==> src/rtl/kl_pkg.sv <==
package kl_pkg;

    localparam int unsigned WORD_W    = 32;
    localparam int unsigned NUM_WORDS = 4;
    localparam int unsigned CRC_W     = 8;
    localparam int unsigned MODE_W    = 2;
    localparam int unsigned KEY_W     = WORD_W * NUM_WORDS;
    localparam int unsigned IDX_W     = $clog2(NUM_WORDS);
    localparam int unsigned BYTES_W   = WORD_W / 8;

    localparam logic [CRC_W-1:0] CRC_POLY = 8'h07;

    typedef logic [IDX_W-1:0]  widx_t;
    typedef logic [WORD_W-1:0] word_t;
    typedef logic [CRC_W-1:0]  crc_t;
    typedef logic [MODE_W-1:0] mode_t;

    localparam widx_t LAST_IDX = widx_t'(NUM_WORDS - 1);

    typedef struct packed {
        logic  en;
        widx_t idx;
        word_t data;
    } key_wr_t;

    typedef struct packed {
        logic  en;
        mode_t mode;
        logic  klock_set;
        logic  clock_set;
    } cfg_wr_t;

    typedef enum logic [1:0] {
        SEQ_IDLE   = 2'd0,
        SEQ_RUN    = 2'd1,
        SEQ_BROKEN = 2'd2
    } seq_st_e;

    // Advance the CRC over one word: low byte first, each byte MSB first.
    function automatic crc_t crc_step_word(crc_t c_in, word_t w);
        crc_t c;
        logic fb;
        c = c_in;
        for (int b = 0; b < int'(BYTES_W); b++) begin
            for (int i = 7; i >= 0; i--) begin
                fb = c[CRC_W-1] ^ w[8*b + i];
                c  = {c[CRC_W-2:0], 1'b0};
                if (fb) c = c ^ CRC_POLY;
            end
        end
        return c;
    endfunction

endpackage

==> src/rtl/kl_key_store.sv <==
module kl_key_store
    import kl_pkg::*;
(
    input  logic             clk,
    input  logic             rst,
    input  logic             wipe,
    input  key_wr_t          wr,
    output logic [KEY_W-1:0] key_o
);

    word_t words [NUM_WORDS];

    for (genvar g = 0; g < int'(NUM_WORDS); g++) begin : g_word
        always_ff @(posedge clk) begin
            if (rst || wipe) begin
                words[g] <= '0;
            end else if (wr.en && wr.idx == widx_t'(g)) begin
                words[g] <= wr.data;
            end
        end
        assign key_o[g*WORD_W +: WORD_W] = words[g];
    end

endmodule

==> src/rtl/kl_seq_tracker.sv <==
module kl_seq_tracker
    import kl_pkg::*;
(
    input  logic    clk,
    input  logic    rst,
    input  logic    wipe,
    input  key_wr_t wr,
    output crc_t    crc_o,
    output logic    valid_o
);

    seq_st_e st;
    widx_t   nxt;
    crc_t    acc;
    crc_t    acc_next;

    always_comb begin
        acc_next = crc_step_word((wr.idx == '0) ? '0 : acc, wr.data);
    end

    always_ff @(posedge clk) begin
        if (rst || wipe) begin
            st      <= SEQ_IDLE;
            nxt     <= '0;
            acc     <= '0;
            crc_o   <= '0;
            valid_o <= 1'b0;
        end else if (wr.en) begin
            if (wr.idx == '0) begin
                st      <= SEQ_RUN;
                nxt     <= widx_t'(1);
                acc     <= acc_next;
                crc_o   <= '0;
                valid_o <= 1'b0;
            end else if (st == SEQ_RUN && wr.idx == nxt) begin
                acc <= acc_next;
                if (wr.idx == LAST_IDX) begin
                    st      <= SEQ_IDLE;
                    nxt     <= '0;
                    crc_o   <= acc_next;
                    valid_o <= 1'b1;
                end else begin
                    nxt <= nxt + widx_t'(1);
                end
            end else begin
                st      <= SEQ_BROKEN;
                nxt     <= '0;
                crc_o   <= '0;
                valid_o <= 1'b0;
            end
        end
    end

    AST_VALID_NEEDS_LAST: assert property (@(posedge clk) disable iff (rst)
        $rose(valid_o) |-> $past(wr.en && wr.idx == LAST_IDX && !wipe)) else $error("AST_VALID_NEEDS_LAST");

    AST_CRC_ZERO_INVALID: assert property (@(posedge clk) disable iff (rst)
        !valid_o |-> crc_o == '0) else $error("AST_CRC_ZERO_INVALID");

    AST_FIRST_WORD_CLEARS: assert property (@(posedge clk) disable iff (rst)
        (wr.en && wr.idx == '0) |=> !valid_o) else $error("AST_FIRST_WORD_CLEARS");

endmodule

==> src/rtl/kl_lock_ctrl.sv <==
module kl_lock_ctrl
    import kl_pkg::*;
(
    input  logic    clk,
    input  logic    rst,
    input  cfg_wr_t cfg,
    output mode_t   mode_o,
    output logic    key_lock_o,
    output logic    cfg_lock_o,
    output logic    wipe_o
);

    logic accept;

    assign accept = cfg.en && !cfg_lock_o;
    assign wipe_o = accept && !key_lock_o && (cfg.mode != mode_o);

    always_ff @(posedge clk) begin
        if (rst) begin
            mode_o     <= '0;
            key_lock_o <= 1'b0;
            cfg_lock_o <= 1'b0;
        end else if (accept) begin
            mode_o     <= cfg.mode;
            key_lock_o <= key_lock_o | cfg.klock_set | cfg.clock_set;
            cfg_lock_o <= cfg.clock_set;
        end
    end

    AST_KEY_LOCK_STICKY: assert property (@(posedge clk) disable iff (rst)
        key_lock_o |=> key_lock_o) else $error("AST_KEY_LOCK_STICKY");

    AST_CFG_LOCK_STICKY: assert property (@(posedge clk) disable iff (rst)
        cfg_lock_o |=> (cfg_lock_o && key_lock_o)) else $error("AST_CFG_LOCK_STICKY");

    AST_MODE_HELD: assert property (@(posedge clk) disable iff (rst)
        cfg_lock_o |=> $stable(mode_o)) else $error("AST_MODE_HELD");

endmodule

==> src/rtl/key_seq_loader.sv <==
module key_seq_loader
    import kl_pkg::*;
(
    input  logic              clk,
    input  logic              rst,
    input  logic              key_we,
    input  logic [IDX_W-1:0]  key_idx,
    input  logic [WORD_W-1:0] key_wdata,
    output logic [WORD_W-1:0] key_rdata,
    input  logic              cfg_we,
    input  logic [MODE_W-1:0] cfg_mode,
    input  logic              cfg_klock_set,
    input  logic              cfg_clock_set,
    output logic [KEY_W-1:0]  key_o,
    output logic [CRC_W-1:0]  crc_o,
    output logic              key_valid_o,
    output logic [MODE_W-1:0] mode_o,
    output logic              key_lock_o,
    output logic              cfg_lock_o
);

    key_wr_t kwr;
    cfg_wr_t cwr;
    logic    wipe;

    assign key_rdata = '0;

    assign cwr.en        = cfg_we;
    assign cwr.mode      = cfg_mode;
    assign cwr.klock_set = cfg_klock_set;
    assign cwr.clock_set = cfg_clock_set;

    assign kwr.en   = key_we && !key_lock_o && !cfg_lock_o;
    assign kwr.idx  = key_idx;
    assign kwr.data = key_wdata;

    kl_lock_ctrl u_lock (
        .clk        (clk),
        .rst        (rst),
        .cfg        (cwr),
        .mode_o     (mode_o),
        .key_lock_o (key_lock_o),
        .cfg_lock_o (cfg_lock_o),
        .wipe_o     (wipe)
    );

    kl_key_store u_store (
        .clk   (clk),
        .rst   (rst),
        .wipe  (wipe),
        .wr    (kwr),
        .key_o (key_o)
    );

    kl_seq_tracker u_track (
        .clk     (clk),
        .rst     (rst),
        .wipe    (wipe),
        .wr      (kwr),
        .crc_o   (crc_o),
        .valid_o (key_valid_o)
    );

    AST_KEY_FROZEN: assert property (@(posedge clk) disable iff (rst)
        key_lock_o |=> $stable(key_o)) else $error("AST_KEY_FROZEN");

    AST_CRC_FROZEN: assert property (@(posedge clk) disable iff (rst)
        key_lock_o |=> ($stable(crc_o) && $stable(key_valid_o))) else $error("AST_CRC_FROZEN");

    AST_LOCKED_WRITE_DROPPED: assert property (@(posedge clk) disable iff (rst)
        (key_we && (key_lock_o || cfg_lock_o)) |=> $stable(key_o)) else $error("AST_LOCKED_WRITE_DROPPED");

    AST_MODE_WIPE: assert property (@(posedge clk) disable iff (rst)
        (cfg_we && !cfg_lock_o && !key_lock_o && cfg_mode != mode_o)
        |=> (key_o == '0 && crc_o == '0 && !key_valid_o)) else $error("AST_MODE_WIPE");

endmodule

==> config.mk <==
export PLATFORM = sky130hd
export DESIGN_NAME = key_seq_loader
export DESIGN_NICKNAME = d
export VERILOG_FILES = /design/src/rtl/kl_pkg.sv /design/src/rtl/kl_key_store.sv /design/src/rtl/kl_seq_tracker.sv /design/src/rtl/kl_lock_ctrl.sv /design/src/rtl/key_seq_loader.sv
export SDC_FILE = /design/constraint.sdc
export NUM_CORES = 1
export LEC_CHECK = 0
export BUFFER_PORTS_ARGS = -buffer_cell sky130_fd_sc_hd__buf_2
export CAP_MARGIN = 0
export CORE_ASPECT_RATIO = 1.5
export CORE_MARGIN = 2
export CORE_UTILIZATION = 40
export DETAILED_ROUTE_END_ITERATION = 16
export HOLD_SLACK_MARGIN = 0.03
export SYNTH_ARGS = -nofsm -noshare
export SYNTH_HDL_FRONTEND = slang
export SYNTH_HIERARCHICAL = 1
export SYNTH_SLANG_ARGS = --single-unit
==> constraint.sdc <==
create_clock -name clk -period 3.95 [get_ports clk]
set_input_delay 0.1975 -clock clk [delete_from_list [all_inputs] [get_ports clk]]
set_output_delay 0.1975 -clock clk [all_outputs]
set_load 0.1 [all_outputs]
==> results.md, run 1 <==
* Status: finished clean
* Clock buffer depth at 2
* Actual slew at the worst max-slew pin at 0.879 ns
* Critical path's largest stage delay at 0.47 ns
* Sequential element share of the synthesized area at 58.9%
* Initial DRC Count at 372
* Maxcap violations at 0
* Vias after detailed routing at between 4,000 and 5,000
* Slowest cell on crit path: xnor3_1
* Final hold slack at ~0.038 ns
* CTS root buf: clkbuf_16
* Adder-Cell Fraction of Synth Area at 0%
* CTS tree: built
* Post-Place Cells at 910
* Number of flops mapped to enable cells by yosys at 128
* GPL Wtd Cong at 0.917
* Register bit total from synthesis at between 150 and 200
* Power per cell area at 709 nW/um^2
* Synth Area in Compound Gates at 3.41%
* CP Max Fanout at 3
* Post-Syn Area per Cell at approximately 14 sq um
* Setup Buffers After CTS at 0
* # diodes at 0
* Mux share of post-synthesis cell area at less than 1%
* Dominant synthesized flop cell: edfxtp_1
* Die Wd at 115 um
* Pleak at about 4.3 nW
* Core Area at 18,000 sq um
* CP Class: flip-flop to flip-flop
* Post-CTS resize count at 0
* Initial antenna violation count at 0
* Clock Skews at 0.00889 ns
* CP required at 4.22 ns
* VDD IR max at 0.444 mV
* Total routed wirelength at 18,500 um
* Drt pass-1 iters at 4
* Worst-path cell chain: xnor2_1 > nor2_4 > xnor3_2 > xor2_1 > xnor3_2 > xnor3_1 > xnor2_1 > a21oi_1
* Worst Setup Start Kind: flip-flop
* CTS Sinks at 153
* RSZ-0062 raised after global routing: false
* Share of layout cells above drive strength 1 at 33.1%
* DRC viols at 0
* Wire per inst at 19.6 um
* Hold buffer count at cts at 2
* DPL Wire Length at approximately 13,000 um
* Final ANT Viol Nets at 0
* Simple-gate portion of the synthesized area at 14.5%
* Vias in the first global route at 4,762
* GRT overflow at 0
* Netlist cell types at 43
* Cell Area, Synth at 7370 sq um
* Global-route wire length before repair at ~28,000 um
* Final setup fails at 0
* Initial Util at 40.9%
* Worst EP arrival at roughly 3.0 ns
* Worst setup margin at 1.22 ns
* Die Ht at around 170 um
* Final hold vios at 0
* Setup_tns at 0 ns
* Asr flop ratio synth at 0%
* Post-synthesis xor/xnor area fraction at 15.4%
* Port Buffers at approximately 180
* Relative slew margins at 41.2%
* Final Non-Filler Cells at 944
* Max frequency at 0.367 GHz
* Pin count of the biggest net entering global routing at 129
* Total CTS buffers at 17
* Clk slew on worst S/H paths at 0.07 ns
* Clock latency on the worst-skew pair at about 0.42 ns
* Cells after Synth at 536
* IO Count at 215
* Largest family of logic cells by synthesized area: XOR/XNOR gates
* CP Capture Type: flip-flop
* Layout area overhead at 20.1%
* Tot GR Track Use at 19.2%
* YS warnings at 6
* Vias per cell at 4.93
* H-Tree Depth at 4
* Worst min path class: input pin to flip-flop
* Die area at about 20,000 sq um
* Nets at 756
* Fin crit share at 69.1%
* Final Max Tran Viols at 0
* Row cnt at 60
* Fin crit period at approximately 2.7 ns
* Post-Place Worst Slack at 1.14 ns
[cells in the mapped netlist (2+ instances only)]
| master | instances | area [sq um] |
|---|---|---|
| mux2i_1 | 4 | 40.0 |
| dfxtp_1 | 25 | 500 |
| nor2_1 | 18 | 67.6 |
| inv_1 | 2 | 7.51 |
| nor2b_1 | 2 | 12.5 |
| clkbuf_1 | 16 | 60.1 |
| nand2_1 | 11 | 41.3 |
| xor2_2 | 4 | 65.1 |
| and3_1 | 130 | 813 |
| and2_1 | 2 | 12.5 |
| xnor2_1 | 63 | 552 |
| buf_8 | 10 | 150 |
| edfxtp_1 | 128 | 3840 |
| xor2_1 | 10 | 87.6 |
| o21ai_1 | 5 | 25.0 |
| a211o_1 | 3 | 26.3 |
| xnor3_2 | 2 | 47.6 |
| buf_4 | 32 | 240 |
| xnor3_1 | 11 | 248 |
| xor3_1 | 5 | 119 |
| a21oi_1 | 13 | 65.1 |
| o21ai_0 | 15 | 75.1 |
| buf_6 | 5 | 56.3 |
[state kept, by name, indices dropped and copies added, names as in the netlist]
| name | cells |
|---|---|
| u_track/st | 2 |
| u_track/crc_o | 8 |
| u_lock/key_lock_o | 1 |
| u_track/valid_o | 1 |
| u_lock/mode_o | 2 |
| u_track/nxt | 2 |
| u_track/acc | 8 |
| u_lock/cfg_lock_o | 1 |
| u_store/words | 128 |
[cell families after synthesis]
group           Yosys count
mux                       4
buf+inv                  66
other cells               1
simple gates            174
compound gates           42
xor+xnor                 96
flops                   153
[per-stage QoR]
stage,utilization (%),instance area [sq um],power (mW)
after floorplan,-,7490,4.25
final,49.2,8860,6.28
after global routing,49.2,8860,6.53
after detailed placement,45.7,8230,4.64
after CTS,49.2,8860,6.32
after global placement,45.7,8230,4.62
[cell type report]
type	count	area [sq um]
clock buffer	17	425
multi-input combinational	348	2620
inverter	2	7.51
timing repair buffer	192	1000
clock inverter	15	186
sequential	153	4340
fill	1630	9160
tap	217	272
[path summary, 6_finish.rpt]
kind | start | endpoint | slack (ns) | depth (start not counted)
worst max-delay path | u_track/acc[2] | u_track/acc[2] | 1.22 | 8
worst min-delay path | cfg_mode[1] | u_lock/mode_o[1] | 0.04 | 3
worst max register to register | u_track/acc[2] | u_track/acc[2] | 1.22 | 8
worst min register to register | u_track/crc_o[7] | u_track/crc_o[7] | 0.46 | 2
[worst max-delay path, delay by kind of cell, from the launching register on]
kind | cells | cell delay [ns]
compound gates | 1 | 0.09
xor+xnor | 6 | 2.05
flops | 1 | 0.35
simple gates | 1 | 0.08
[where the power goes]
| part | switching, mW | internal [mW] |
|---|---|---|
| combinational | 1.81 | 0.870 |
| sequential | 0.0446 | 1.88 |
| clock | 0.714 | 0.957 |
[cells in the final DEF (no fill, tap or decap), types with 2 or more instances in the layout]
master         netlist  layout
xnor2_1             63      63
clkbuf_16            0      17
xor3_1               5       5
bufinv_16            0       2
conb_1               1      32
and3_1             130     130
nand2_1             11      11
clkinv_4             0       3
buf_2                0     182
inv_1                2       2
xnor3_1             11      11
clkinv_8             0       2
inv_6                0       5
xnor3_2              2       2
dfxtp_1             25      25
a21oi_1             13      13
mux2i_1              4       4
xor2_2               4       4
a211o_1              3       3
buf_4               32       7
o21ai_1              5       5
nor2_1              18      17
nor2_2               1       2
and2_1               2       2
edfxtp_1           128     128
nor2b_2              0       2
xor2_1              10      10
o21ai_0             15      15
dlygate4sd3_1        0       2
[routing by layer]
metal	global-route usage (%)	part of all wire, %	wire [um]	up-vias
li1	-	-	-	2221
met1	22.3	39	7190	2246
met2	34.5	54	9950	151
met3	3.63	4.4	808	33
met4	7.49	3.0	546	0
met5	0	0	0	-
No activity file was read; power rests on OpenSTA's default activity.
==> run 2, diff against run 1 <==
--- a/config.mk
+++ b/config.mk
@@ -5,6 +5,7 @@
 export SDC_FILE = /design/constraint.sdc
 export NUM_CORES = 1
 export LEC_CHECK = 0
+export ABC_AREA = 1
 export BUFFER_PORTS_ARGS = -buffer_cell sky130_fd_sc_hd__buf_2
 export CAP_MARGIN = 0
 export CORE_ASPECT_RATIO = 1.5
@@ -12,6 +13,7 @@
 export CORE_UTILIZATION = 40
 export DETAILED_ROUTE_END_ITERATION = 16
 export HOLD_SLACK_MARGIN = 0.03
+export PLACE_DENSITY = 0.66
 export SYNTH_ARGS = -nofsm -noshare
 export SYNTH_HDL_FRONTEND = slang
 export SYNTH_HIERARCHICAL = 1
==> constraint.sdc (replaced) <==
create_clock -name clk -period 2.3 [get_ports clk]
set_input_delay 0.115 -clock clk [delete_from_list [all_inputs] [get_ports clk]]
set_output_delay 0.115 -clock clk [all_outputs]
set_load 0.1 [all_outputs]
==> run 2 against run 1 <==
Net effect:
- the run now ends with negative setup slack left
- hold slack gained 0.030 ns
- fmax rose by 0.69%
- first-iteration DRC count is 3.5% higher
- global-route usage increased by 0.88 points
- final area is 22% higher
- wire length grew 17%
- sequential power up 69%
- register-to-register slack got worse by 1.6 ns
- critical path type unchanged
- largest cell class unchanged
==> results.md, run 2 <==
* Status: finished, violations left (was finished clean)
* Violated checks: negative setup slack
* Initial antenna violation count at 2 (was 0)
* Most common cell after layout, fill and taps aside: buf_2 (unchanged)
* Drt pass-1 iters at 5 (was 4)
* Critical path's largest stage delay at 0.33 ns (was 0.47 ns)
* Post-synth top area share at 49.4% (was 52.1%)
* Post-Place Cells at 1,352 (was 910)
* Post-Place Worst Slack at -0.485 ns (was 1.14 ns)
* Post-Syn Area per Cell at 8.62 sq um (was 13.8 sq um)
* Netlist cell types at 33 (was 43)
* Worst hold path stage count at 5 (was 3)
* Total routed wirelength at 21,700 um (was 18,500 um)
* Die area at 20,600 sq um (was 19,600 sq um)
* Fin util at 56.4% (was 49.2%)
* Cell mode on critical path: nand2_4
* Setup_tns at -4.97 ns (was 0 ns)
* H-Tree Depth at 4 (unchanged)
* Vias in the first global route at 6,440 (was 4,762)
* GRT overflow at 0 (unchanged)
* Sequential element share of the synthesized area at 55.9% (was 58.9%)
* Final Cell Area at 10,800 sq um (was 8860 sq um)
* GPL Wtd Cong at 0.854 (was 0.917)
* Clock buffer depth at 2 (unchanged)
* Wire per inst at 15.5 um (was 19.6 um)
* DRC viols at 0 (unchanged)
* Placed cell area at 9120 sq um (was 8230 sq um)
* Reg2reg path depth at 25 (was 8)
* YS warnings at 6 (unchanged)
* Worst R2R Setup Slack at -0.41 ns (was 1.22 ns)
* Commonest cells after routing, fill and taps aside: buf_2 (182), nand2_1 (145), edfxtp_1 (128) (was buf_2 (182), and3_1 (130), edfxtp_1 (128))
* Dominant synthesized flop cell: edfxtp_1 (unchanged)
* Global-route wire length before repair at 32,200 um (was 27,900 um)
* CP Class: flip-flop to flip-flop (unchanged)
* Nets at 1,172 (was 756)
* Final Max Tran Viols at 0 (unchanged)
* Max reg flops at 128 (unchanged)
* Slowest cell on crit path: dfxtp_2 (was xnor3_1)
* Core Area at 19,100 sq um (was 18,000 sq um)
* Vias per cell at 4.87 (was 4.93)
* Most area-consuming cells after synthesis: edfxtp_1 (49%), nand2_1 (12%), dfxtp_1 (6.4%) (was edfxtp_1 (52%), and3_1 (11%), xnor2_1 (7.5%))
* Worst Setup Start Kind: flip-flop (unchanged)
* R2R Path End: u_track/acc[2] (unchanged)
* Cells after Synth at 902 (was 536)
* Power per cell area at 995 nW/um^2 (was 709 nW/um^2)
* CTS root buf: clkbuf_16 (unchanged)
* Die Wd at 118 um (was 115 um)
* # fillers at 1,673 (was 1,630)
* Initial DRC Count at 385 (was 372)
* CP required at 2.63 ns (was 4.22 ns)
* Clock latency on the worst-skew pair at 0.42 ns (about the same)
* Total CTS buffers at 17 (unchanged)
* Layout area overhead at 38.5% (was 20.1%)
* Clk slew on worst S/H paths at 0.06 ns (was 0.07 ns)
* Asr flop ratio synth at 0% (unchanged)
* Min-delay src: cfg_we (was cfg_mode[1])
* Clock Skews at 0.00587 ns (was 0.00889 ns)
* Final setup fails at 16 (was 0)
* Worst EP arrival at 3.04 ns (was 3.00 ns)
* CP Max Fanout at 5 (was 3)
* Biggest register: u_store/words (unchanged)
* Crit Reg-Reg Startpoint: u_track/acc[5] (was u_track/acc[2])
* RSZ-0062 raised after global routing: true (was false)
* IO Count at 215 (unchanged)
* Commonest cells post-synth: nand2_1 (244), edfxtp_1 (128), nor2_1 (112) (was and3_1 (130), edfxtp_1 (128), xnor2_1 (63))
* Die Ht at 175 um (was 170 um)
* Final Non-Filler Cells at 1,399 (was 944)
* Pleak at 5.25 nW (was 4.31 nW)
* Worst min path class: input pin to flip-flop (unchanged)
* Actual slew at the worst max-slew pin at 0.525 ns (was 0.879 ns)
* Fin crit share at 118% (was 69.1%)
* Cell Area, Synth at 7780 sq um (was 7370 sq um)
* Final hold vios at 0 (unchanged)
* Pin count of the biggest net entering global routing at 33 (was 129)
* CTS Sinks at 153 (unchanged)
* Worst setup margin at -0.410 ns (was 1.22 ns)
* CTS tree: built (unchanged)
* Fin crit period at 2.71 ns (was 2.73 ns)
* VDD IR max at 0.510 mV (was 0.444 mV)
* Port Buffers at 182 (unchanged)
* Vias after detailed routing at 6,810 (was 4,651)
* Share of layout cells above drive strength 1 at 43.1% (was 33.1%)
* Number of flops mapped to enable cells by yosys at 128 (unchanged)
* DPL Wire Length at 14,700 um (was 12,900 um)
* Initial Util at 40.8% (was 40.9%)
* Final ANT Viol Nets at 0 (unchanged)
* Relative slew margins at 65.2% (was 41.2%)
* Row cnt at 62 (was 60)
* CP Capture Type: flip-flop (unchanged)
* Hold Path End: u_lock/mode_o[0] (was u_lock/mode_o[1])
* Max frequency at 0.369 GHz (was 0.367 GHz)
* Register bit total from synthesis at 153 (unchanged)
* Biggest regs: u_store/words x128, u_track/acc x8, u_track/crc_o x8 (unchanged)
* Tot GR Track Use at 20.1% (was 19.2%)
* Maxcap violations at 0 (unchanged)
* Top-count cell post-synth: nand2_1 (was and3_1)
* Top cell type by total area after synthesis: edfxtp_1 (unchanged)
==> run 2: final cells by class <==
type	count	area [sq um]	share of cell area (%)
well taps	256	320	2.97
flip-flops and latches	153	4360	40.5
diodes	1	2.50	0.0232
multi-input cells	609	3700	34.4
inverters	120	465	4.32
repair buffers	229	1340	12.4
clock buffers	18	429	3.99
clock inverters	13	154	1.43
==> run 2: metal layers <==
layer / wire (um) / share of wire (%) / vias to the layer above / GRT usage, %
li1: - / - / 3292 / -
met1: 8210 / 38 / 3203 / 22.2
met2: 11600 / 54 / 251 / 37.0
met3: 1010 / 4.7 / 62 / 2.94
met4: 824 / 3.8 / 2 / 10.4
met5: 13 / 0.060 / - / 0
==> run 2: power by group <==
part	leakage, nW	internal, mW	total (mW)	switching, mW
sequential	1.59	3.22	3.27	0.0571
clock	0.271	1.69	2.81	1.12
combinational	3.39	1.12	4.63	3.51
==> run 2: worst max path at each step <==
stage | end | from | cells past startpoint | slack [ns]
floorplan | u_track/acc[3] | u_track/acc[5] | 25 | 0.006
global placement | u_track/acc[2] | key_idx[0] | 24 | -0.43
detailed placement | u_track/acc[2] | key_idx[0] | 27 | -0.49
CTS | u_track/crc_o[5] | u_track/acc[7] | 25 | -0.27
global route | u_track/crc_o[5] | u_track/acc[7] | 24 | -0.52
finish | u_track/acc[2] | u_track/acc[5] | 25 | -0.41
==> run 2: cell families (layout without fill, tap and decap cells) <==
kind of cell	count (synthesis)	after routing	synth area share, %
AO/OA/AOI/OAI	39	39	2.80
XOR/XNOR	6	6	0.676
buffers and inverters	171	380	10.2
flip-flops	153	153	55.9
other	1	33	0.0482
AND/OR/NAND/NOR	532	532	30.4
==> run 2: worst max-delay path: cells and delay by family (launching register included) <==
kind | cells | cell delay (ns)
compound gates | 1 | 0.12
flops | 1 | 0.33
buf+inv | 5 | 0.36
simple gates | 19 | 1.81
==> run 2: repair_timing <==
| action | CTS | global route |
|---|---|---|
| hold buffers | 7 | 0 |
| pin swaps | 60 | 45 |
| buffers inserted | 5 | 3 |
| gates cloned | 0 | 0 |
| setup endpoints to repair | 16 | 16 |
| endpoints found under the hold margin | 4 | 0 |
| resized for setup | 157 | 90 |
==> run 2: per-stage QoR <==
step	power (mW)	hold WS [ns]
after floorplan	6.32	0.170
after global placement	7.01	0.370
after detailed placement	7.04	0.370
after CTS	10.4	0.0566
after global routing	11.1	0.0824
final	10.7	0.0681
